### src/rtl/rmw_pkg.sv
package rmw_pkg;
  localparam int COL_W = 5;
  localparam int N_COL = 1 << COL_W;
  typedef logic [COL_W-1:0] col_t;
endpackage

### src/rtl/rmw_local_idx.sv
module rmw_local_idx #(
  parameter int IDX_W = 15,
  parameter int K_W   = 13
) (
  input  logic [IDX_W-1:0] in_idx,
  input  logic [K_W-1:0]   blk_len,
  output logic [K_W-1:0]   local_idx
);
  localparam int XW = IDX_W + 1;

  logic [XW-1:0] idx_x, len1, len2, picked;

  assign idx_x = XW'(in_idx);
  assign len1  = XW'(blk_len);
  assign len2  = len1 << 1;

  // Stream 0, 1 or 2 by range; subtract the stream base.
  always_comb begin
    if (idx_x < len1)      picked = idx_x;
    else if (idx_x < len2) picked = idx_x - len1;
    else                   picked = idx_x - len2;
  end

  assign local_idx = picked[K_W-1:0];

  logic unused_hi;
  assign unused_hi = ^picked[XW-1:K_W];
endmodule

### src/rtl/rmw_col_perm.sv
module rmw_col_perm
  import rmw_pkg::*;
(
  input  col_t nat_col,
  output col_t perm_col
);
  // Column pattern equals the bit reversal of the natural column.
  for (genvar g = 0; g < COL_W; g++) begin : g_rev
    assign perm_col[g] = nat_col[COL_W-1-g];
  end
endmodule

### src/rtl/rmw_rot.sv
module rmw_rot
  import rmw_pkg::*;
#(
  parameter int R_W   = 8,
  parameter int ROW_W = 8
) (
  input  col_t             perm_col,
  input  logic [R_W-1:0]   n_rows,
  input  logic [ROW_W-1:0] row,
  input  logic             sel_c,
  output col_t             bank
);
  localparam int SK_W = R_W + 1;
  localparam int PR_W = COL_W + SK_W;
  localparam int SM_W = ((PR_W > ROW_W) ? PR_W : ROW_W) + 2;

  logic [SK_W-1:0] skew;
  logic [PR_W-1:0] prod;
  logic [SM_W-1:0] sum;

  // Odd skew: even row counts get one extra step.
  assign skew = SK_W'(n_rows) + SK_W'(!n_rows[0]);
  assign prod = PR_W'(perm_col) * PR_W'(skew);
  assign sum  = SM_W'(prod) + SM_W'(row) + SM_W'(sel_c);
  assign bank = sum[COL_W-1:0];

  logic unused_sum;
  assign unused_sum = ^sum[SM_W-1:COL_W];
endmodule

### src/rtl/rmw_wr_addr_gen.sv
module rmw_wr_addr_gen
  import rmw_pkg::*;
#(
  parameter int IDX_W = 15,
  parameter int K_W   = 13,
  parameter int R_W   = 8,
  localparam int ROW_W = K_W - COL_W
) (
  input  logic             clk,
  input  logic             rst_n,
  input  logic [K_W-1:0]   blk_len,
  input  logic [R_W-1:0]   n_rows,
  input  logic             sel_c,
  input  logic             in_valid,
  output logic             in_ready,
  input  logic [IDX_W-1:0] in_idx,
  output logic             out_valid,
  input  logic             out_ready,
  output logic [COL_W-1:0] wr_col,
  output logic [ROW_W-1:0] wr_row
);
  logic [K_W-1:0]   t_idx;
  col_t             nat_col, perm_col, bank_d;
  logic [ROW_W-1:0] row_d;
  logic             take;

  rmw_local_idx #(.IDX_W(IDX_W), .K_W(K_W)) u_local (
    .in_idx    (in_idx),
    .blk_len   (blk_len),
    .local_idx (t_idx)
  );

  assign nat_col = t_idx[COL_W-1:0];
  assign row_d   = t_idx[K_W-1:COL_W];

  rmw_col_perm u_perm (
    .nat_col  (nat_col),
    .perm_col (perm_col)
  );

  rmw_rot #(.R_W(R_W), .ROW_W(ROW_W)) u_rot (
    .perm_col (perm_col),
    .n_rows   (n_rows),
    .row      (row_d),
    .sel_c    (sel_c),
    .bank     (bank_d)
  );

  assign in_ready = !out_valid || out_ready;
  assign take     = in_valid && in_ready;

  always_ff @(posedge clk) begin
    if (!rst_n) begin
      out_valid <= 1'b0;
      wr_col    <= '0;
      wr_row    <= '0;
    end else begin
      if (in_ready) out_valid <= in_valid;
      if (take) begin
        wr_col <= bank_d;
        wr_row <= row_d;
      end
    end
  end
endmodule

### config.mk
export PLATFORM = sky130hd
export DESIGN_NAME = rmw_wr_addr_gen
export DESIGN_NICKNAME = d
export VERILOG_FILES = /design/src/rtl/rmw_pkg.sv /design/src/rtl/rmw_local_idx.sv /design/src/rtl/rmw_col_perm.sv /design/src/rtl/rmw_rot.sv /design/src/rtl/rmw_wr_addr_gen.sv
export SDC_FILE = /design/constraint.sdc
export NUM_CORES = 1
export LEC_CHECK = 0
export BUFFER_PORTS_ARGS = -buffer_cell sky130_fd_sc_hd__buf_2
export CORE_AREA = 2 2 66 81
export CTS_CLUSTER_SIZE = 25
export DETAILED_ROUTE_END_ITERATION = 16
export DIE_AREA = 0 0 68 83
export PLACE_DENSITY = 0.72
export SYNTH_ARGS = -nofsm -noshare
export SYNTH_HDL_FRONTEND = slang
export SYNTH_SLANG_ARGS = --single-unit
export TNS_END_PERCENT = 50
### constraint.sdc
create_clock -name clk -period 7.1 [get_ports clk]
set_input_delay 1.42 -clock clk [delete_from_list [all_inputs] [get_ports clk]]
set_output_delay 1.42 -clock clk [all_outputs]
set_load 0.1 [all_outputs]
==> summary.md, run 1 <==
| Metric | Value |
|---|---|
| Post-synth top area cell | `ha_1` |
| Crit path DAT | `around 6.7 ns` |
| Buf+Inv Stages, Crit Path | `7` |
| Avg Cell Area, Syn | `around 7.6 µm²` |
| CP endpoint kind | `register` |
| Initial antenna violation count | `0` |
| Worst setup endpoint | `wr_col[4]` |
| Vias per cell | `5.364` |
| Async set-or-reset flop fraction in the synthesized netlist | `0%` |
| Crit Reg-Reg Endpoint | `wr_col[4]` |
| Clock root buffer | `clkbuf_8` |
| Worst vdd ir | `around 0.000086 V` |
| Wire length per cell | `12.66 µm` |
| Max FO, Critical Path | `6` |
| Most frequent cell after synthesis | `nand2_1` |
| Pre-antenna DRT Iters | `4` |
| First-pass GRT wire length | `just over 9000 µm` |
| GR Overflow Total | `0` |
| Synth cell types | `45` |
| Reg2Reg Depth | `5` |
| Number of clock sinks | `14` |
| CP Depth | `25` |
| Number of synthesized register bits | `14` |
| Net Count, Synth | `383` |
| R2R Path Start | `out_valid` |
| Synth warn | `0` |
| Number of global-route vias before repair | `between 2,000 and 2,500` |
| Total power | `0.6220 mW` |
| Tcrit/Tclk final | `between 90% and 100%` |
| Measured slew at the worst slew-check pin | `roughly 0.49 ns` |
| Post_cts resized | `0` |
| Die Span Y | `83 µm` |
| Clock slew at reported path FFs | `0.06 ns` |
| Num rows | `28` |
| CTS tree | `done` |
| Max-cap violations | `0` |
| Area added between synthesis and finish | `16.33%` |
| Number of nets with antenna violations after detailed routing | `0` |
| Pwr Density | `232.6 nW/µm²` |
| CP startpoint | `in_idx[1]` |
| Flop2flop setup slack | `approximately 5.6 ns` |
| Longest Clk Path Bufs | `2` |
| Final setup vio count | `0` |
| Unrepaired setup endpoints after global routing | `false` |
| Synth top area cells | `ha_1 17%, dfxtp_1 12%, fa_1 7.0%, nand2_1 6.4%, xnor2_1 6.1%` |
| Post-DP HPWL | `4567 µm` |
| CP Class | `in2reg` |
| Clock Skew | `0.0007562 ns` |
| Worst min path class | `reg2reg` |
| CORE AREA | `4835 µm²` |
| I/O pin count | `56` |
| Worst Hold Slack | `0.4622 ns` |
| Fin crit period | `6.486 ns` |
| All-Layer GR Usage | `19.87%` |
| Synth top cells by count | `39 x nand2_1, 32 x ha_1, 28 x inv_1` |
| Most used DFF post-synth | `dfxtp_1` |
| Post-synth EDFFs | `0` |
| Fin util | `around 55%` |
| Final GP Congestion | `0.8324` |
| PortBufs | `51` |
| Critical Path RT | `7.28 ns` |
| Static Leak | `1.345 nW` |
| H-tree Lvls | `1` |
| Status | `finished, final reports clean` |
| TritonCTS buffer count | `3` |
| Final Hold Viols | `0` |
| Crit path max-delay family | `adder cells` |
| Final setup TNS | `0 ns` |
| Initial detailed-routing violation count | `112` |
| Remaining DRCs | `0` |
| DRT Wirelength | `5217 µm` |
| Post-Syn Area | `~2300 µm²` |
| Fraction of layout cells with a size suffix above 1 | `17.90%` |
| Fillers | `487` |
| Clk_lat worst skew | `0.24 ns` |
| Diode count | `0` |
| Synth top area share | `around 17%` |
| Die Area | `5644 µm²` |
| Register area share after synthesis | `between 10% and 20%` |
| Hold_buf cts | `0` |
| CP Launch Type | `input port` |
| Headroom to the max-slew limit | `67.80%` |
| Postcts setup bufs | `0` |
| Die W | `between 60 and 70 µm` |
| Maximum number of pins on one net before global-route repair | `19` |
| Placed Area | `2619 µm²` |
| Synthesized instance count | `between 300 and 400` |
| Initial core utilization | `47.54%` |
| Layout Nets | `434` |
| Pins Over Slew Limit | `0` |
| CP dominant cell by count | `inv_1` |
| Slowest cell on crit path | `fa_1` |
| Vias | `2,210` |
| Max Fclk | `154.2 MHz` |
| Slowest stage delay, CP | `0.52 ns` |
| Design Area, Final | `approximately 2700 µm²` |
==> power breakdown <==
group / leakage (nW) / switching [mW] / internal, mW / total [mW]
clock network: 0.0288 / 0.0274 / 0.0490 / 0.0765
registers: 0.115 / 0.00582 / 0.0929 / 0.0987
logic: 1.20 / 0.283 / 0.164 / 0.447
==> cell type report <==
cell class                 instances  area, µm²  area share, %
multi-input combinational        252       1881          70.33
clock buffer                       4      55.05          2.059
sequential                        14      280.3          10.48
tap                               60      75.07          2.808
inverter                          28      105.1          3.931
timing repair buffer              54      277.8          10.39
==> layer usage <==
layer | part of all wire [%] | vias up | GRT usage (%)
met3 | 3.2 | 8 | 0.5420
met4 | 1.6 | 0 | 4.909
li1 | - | 1157 | -
met5 | 0 | - | 0
met2 | 51 | 49 | 35.75
met1 | 44 | 996 | 25.21
==> tightest hold or removal path, stage by stage (launching register included) <==
cell and delay, ns:
dfxtp_1 0.31, nand2_1 0.04, a21boi_0 0.06
==> worst min-delay path by stage <==
stage / start / end / slack, ns / cells past startpoint
2_1_floorplan: wr_row[5] / wr_row[5] / 0.89 / 2
3_3_place_gp: wr_row[5] / wr_row[5] / 0.45 / 2
3_5_place_dp: wr_col[3] / wr_col[3] / 0.46 / 2
4_1_cts: wr_col[3] / wr_col[3] / 0.46 / 2
5_1_grt: wr_row[7] / wr_row[7] / 0.50 / 2
6_report: wr_col[3] / wr_col[3] / 0.46 / 2
==> stage by stage <==
step / cells / setup slack [ns]
2_1_floorplan: 302 / 0.9641
3_3_place_gp: 408 / 0.3778
3_5_place_dp: 408 / 0.3248
4_1_cts: 412 / 0.5563
5_1_grt: 412 / 0.1392
6_report: 412 / 0.6144
==> state kept, by name, indices dropped and copies added, names as in the netlist <==
register / count
wr_row: 8
wr_col: 5
out_valid: 1
==> cells in the final DEF (no fill, tap or decap), types with 9 or more instances in the layout <==
master,Yosys,routed
nand3_1,9,9
xnor2_1,16,16
nand2_1,39,39
buf_2,2,51
dfxtp_1,14,14
nor2_1,17,17
xor2_1,9,9
inv_1,28,28
ha_1,32,32
a21oi_1,18,18
o21ai_0,18,18
a21boi_0,9,9
==> cells by family (layout without fill, tap and decap cells) <==
kind of cell	after synthesis	count (layout)	share of synthesized area (%)
DFF	14	14	12.19
buffers and inverters	36	86	5.988
muxes	10	10	4.627
xor gates and xnor gates	26	26	10.51
AOI/OAI and AO/OA	80	80	23.03
and+or+nand+nor	96	96	19.27
adders and majority gates	40	40	24.39
No activity file was read; power rests on OpenSTA's default activity.
==> inputs of run 2 (changes only) <==
- ABC_AREA: unset -> 1
- CORE_AREA: 2 2 66 81 -> 2 2 70 85
- DIE_AREA: 0 0 68 83 -> 0 0 72 87
==> summary.md, run 2 <==
| Metric | Value |
|---|---|
| Status | `finished, final reports clean` |
| Post_cts resized | `0 (unchanged)` |
| Remaining DRCs | `0 (unchanged)` |
| All-Layer GR Usage | `21.07% (+1.2 points)` |
| Final GP Congestion | `0.8872 (+6.6%)` |
| Synth Area in Simple Gates | `35.49% (+16 points)` |
| Pre-antenna DRT Iters | `4 (unchanged)` |
| Footprint of the multi-input gates | `1989 µm² (+5.8%)` |
| PortBufs | `51 (unchanged)` |
| Post-DP HPWL | `5660 µm (+24%)` |
| Synthesized instance count | `423 (+40%)` |
| Most frequent cell after synthesis | `nand2_1` |
| Top reg by flops | `wr_row` |
| Number of clock sinks | `14 (unchanged)` |
| Diode count | `0 (unchanged)` |
| Pwr Density | `207.7 nW/µm² (-11%)` |
| Wire length per cell | `11.98 µm (-5.4%)` |
| Avg Cell Area, Syn | `6.167 µm² (-19%)` |
| Max-cap violations | `0 (unchanged)` |
| Postcts setup bufs | `0 (unchanged)` |
| Initial core utilization | `47.28% (-0.26 points)` |
| Worst min path class | `reg2reg` |
| Clock Skew | `0.005013 ns (+0.004257 ns)` |
| Min-delay src | `wr_row[6]` |
| Net Count, Synth | `504 (+32%)` |
| Most used DFF post-synth | `dfxtp_1` |
| Crit Reg-Reg Endpoint | `wr_row[2]` |
| CP Class | `in2reg` |
| Max reg flops | `8 (unchanged)` |
| Max FO, Critical Path | `13 (+7)` |
| Post-synth top area cell | `nand2_1` |
| Worst setup endpoint | `wr_col[4]` |
| Switching power | `0.3378 mW (+7.0%)` |
| Clock power share | `12.5% (+0.2 points)` |
| CP dominant cell by count | `nand2_1` |
| Die Span Y | `87 µm (+4.8%)` |
| TritonCTS buffer count | `3 (unchanged)` |
| Comb power frac | `71.7% (about the same)` |
| Final setup vio count | `0 (unchanged)` |
| Hold_buf cts | `0 (unchanged)` |
| Number of global-route vias before repair | `2,477 (+15%)` |
| Layout Nets | `555 (+28%)` |
| Number of nets with antenna violations after detailed routing | `0 (unchanged)` |
| Fin crit period | `5.918 ns (-0.5673 ns)` |
| Fraction of layout cells with a size suffix above 1 | `17.12% (-0.77 points)` |
| H-tree Lvls | `1 (unchanged)` |
| Longest Clk Path Bufs | `2 (unchanged)` |
| Measured slew at the worst slew-check pin | `0.5020 ns (+0.01569 ns)` |
| Initial antenna violation count | `0 (unchanged)` |
| Largest regs | `wr_row (8), wr_col (5), out_valid (1)` |
| Synth top area cells | `nand2_1 16%, ha_1 15%, inv_1 11%, dfxtp_1 11%, fa_1 6.1%` |
| Number of synthesized register bits | `14 (unchanged)` |
| Clock root buffer | `clkbuf_8` |
| Static Leak | `1.725 nW (+28%)` |
| XOR/XNOR share of the synthesized area | `5.036% (-5.5 points)` |
| Power Internal | `0.2791 mW (-8.9%)` |
| Register area | `280.3 µm² (unchanged)` |
| Flop2flop setup slack | `5.65 ns (about the same)` |
| Sequential power share | `15.9% (about the same)` |
| Pins Over Slew Limit | `0 (unchanged)` |
| Synth warn | `0 (unchanged)` |
| Placed instance count | `533 (+31%)` |
| Fin util | `53.83% (-1.5 points)` |
| Most common cell after layout, fill and taps aside | `nand2_1` |
| CP Launch Type | `input port` |
| Synth Area in Adders | `21.49% (-2.9 points)` |
| Post-synth EDFFs | `0 (unchanged)` |
| CORE AREA | `5518 µm² (+14%)` |
| CP startpoint | `in_idx[1]` |
| Headroom to the max-slew limit | `66.18% (-1.6 points)` |
| Worst vdd ir | `0.0001281 V (+48%)` |
| CP endpoint kind | `register` |
| Vias per cell | `5.013 (-6.5%)` |
| Vias | `2,692 (+22%)` |
| R2R Path Start | `out_valid` |
| Design Area, Final | `2970 µm² (+11%)` |
| Synth top area share | `16.40% (-1.0 points)` |
| Slowest stage delay, CP | `0.53 ns (about the same)` |
| Complex-gate fraction of the synthesized area | `14.24% (-8.8 points)` |
| Reg2Reg Depth | `6 (+1)` |
| Fillers | `591 (+21%)` |
| Multiplexer area fraction after synthesis | `0% (-4.6 points)` |
| GR Overflow Total | `0 (unchanged)` |
| DRT Wirelength | `6431 µm (+23%)` |
| Sw frac | `54.76% (+4.0 points)` |
| First-pass GRT wire length | `10,630 µm (+17%)` |
| Clk_lat worst skew | `0.24 ns (about the same)` |
| Critical Path RT | `7.24 ns (-0.04 ns)` |
| Die W | `72 µm (+5.9%)` |
| Synth cell types | `37 (-18%)` |
| Post-Syn Area | `2609 µm² (+14%)` |
| Final setup TNS | `0 ns (unchanged)` |
| Largest family of logic cells by synthesized area | `simple AND/OR/NAND/NOR gates` |
| Most frequent cells in the layout | `114 x nand2_1, 75 x inv_1, 51 x buf_2` |
| Tcrit/Tclk final | `83.36% (-8.0 points)` |
| CTS tree | `done` |
| Fin cells | `537 (+30%)` |
| Area added between synthesis and finish | `13.86%` |
| Final Hold Viols | `0 (unchanged)` |
| Crit path DAT | `6.05 ns (-0.62 ns)` |
| I/O pin count | `56 (unchanged)` |
| Clock slew at reported path FFs | `0.06 ns (about the same)` |
| Async set-or-reset flop fraction in the synthesized netlist | `0% (unchanged)` |
| Max Fclk | `169.0 MHz (+9.6%)` |
| Unrepaired setup endpoints after global routing | `false` |
| Initial detailed-routing violation count | `111 (-0.89%)` |
| Num rows | `30 (+7.1%)` |
| Placed Area | `2915 µm² (+11%)` |
| Die Area | `6264 µm² (+11%)` |
| Maximum number of pins on one net before global-route repair | `18 (-1)` |
| Slowest cell on crit path | `fa_1` |
| Register area share after synthesis | `10.74% (-1.5 points)` |
| Synth top cells by count | `114 x nand2_1, 75 x inv_1, 32 x ha_1` |
run 2: changes by cell type after synthesis, moves of 6 or more:
| cell | change |
|---|---|
| nand2_1 | +75 |
| xnor2_1 | -11 |
| a21o_1 | -6 |
| nand3_1 | +20 |
| nand2_2 | +7 |
| inv_1 | +47 |
| a21boi_0 | -8 |
| nand4_1 | +6 |
| nor2_1 | +12 |
| mux2i_1 | -8 |
run 2: metrics by stage:
| stage | total power, mW | worst slack, ns | hold slack (ns) |
|---|---|---|---|
| 2_1_floorplan | 0.4537 | 1.493 | 0.9081 |
| 3_3_place_gp | 0.5367 | 0.9717 | 0.4528 |
| 3_5_place_dp | 0.5448 | 0.9001 | 0.4577 |
| 4_1_cts | 0.6236 | 1.149 | 0.4667 |
| 5_1_grt | 0.6844 | 0.7056 | 0.4825 |
| 6_report | 0.6169 | 1.182 | 0.4650 |
run 2: logic make-up (layout without fill, tap and decap cells):
| logic type | count (synthesis) | count (layout) |
|---|---|---|
| xor+xnor | 15 | 15 |
| fa+ha+maj | 40 | 40 |
| buf+inv | 87 | 137 |
| flops | 14 | 14 |
| compound gates | 63 | 63 |
| simple gates | 204 | 204 |
run 2: metal layers:
layer / part of all wire, % / wire length (µm) / track usage (%) / vias up
met4: 0.093 / 6 / 1.544 / 0
met3: 3.0 / 191 / 1.042 / 2
met2: 52 / 3376 / 41.41 / 46
li1: - / - / - / 1454
met1: 44 / 2857 / 26.00 / 1190
met5: 0 / 0 / 0 / -
run 2: power groups by stage:
stage,Sequential [mW],Clock [mW],Combinational [mW]
3_3_place_gp,0.0991,0,0.438
2_1_floorplan,0.194,0,0.260
4_1_cts,0.0981,0.0784,0.447
5_1_grt,0.0992,0.0821,0.503
3_5_place_dp,0.0997,0,0.445
6_report,0.0980,0.0768,0.442
run 2: layout make-up:
class | instances | share of cell area (%)
Tap cell | 64 | 2.696
Sequential cell | 14 | 9.436
Timing Repair Buffer | 51 | 8.593
Multi-Input combinational cell | 322 | 66.98
Inverter | 82 | 10.45
Clock buffer | 4 | 1.853
run 2: worst max-delay path: cells and delay by family:
kind | cells | cell delay, ns
buffers and inverters | 8 | 0.54
and+or+nand+nor | 16 | 1.40
AOI/OAI and AO/OA | 1 | 0.16
adders and majority gates | 6 | 2.30
xor gates and xnor gates | 1 | 0.20
run 2: worst min-delay path by stage:
| stage | to | slack, ns | depth (start not counted) |
|---|---|---|---|
| global placement | wr_row[6] | 0.45 | 2 |
| detailed placement | wr_row[7] | 0.46 | 2 |
| global route | wr_row[7] | 0.48 | 2 |
| floorplan | wr_row[6] | 0.91 | 2 |
| finish | wr_row[6] | 0.47 | 2 |
| CTS | wr_row[7] | 0.47 | 2 |
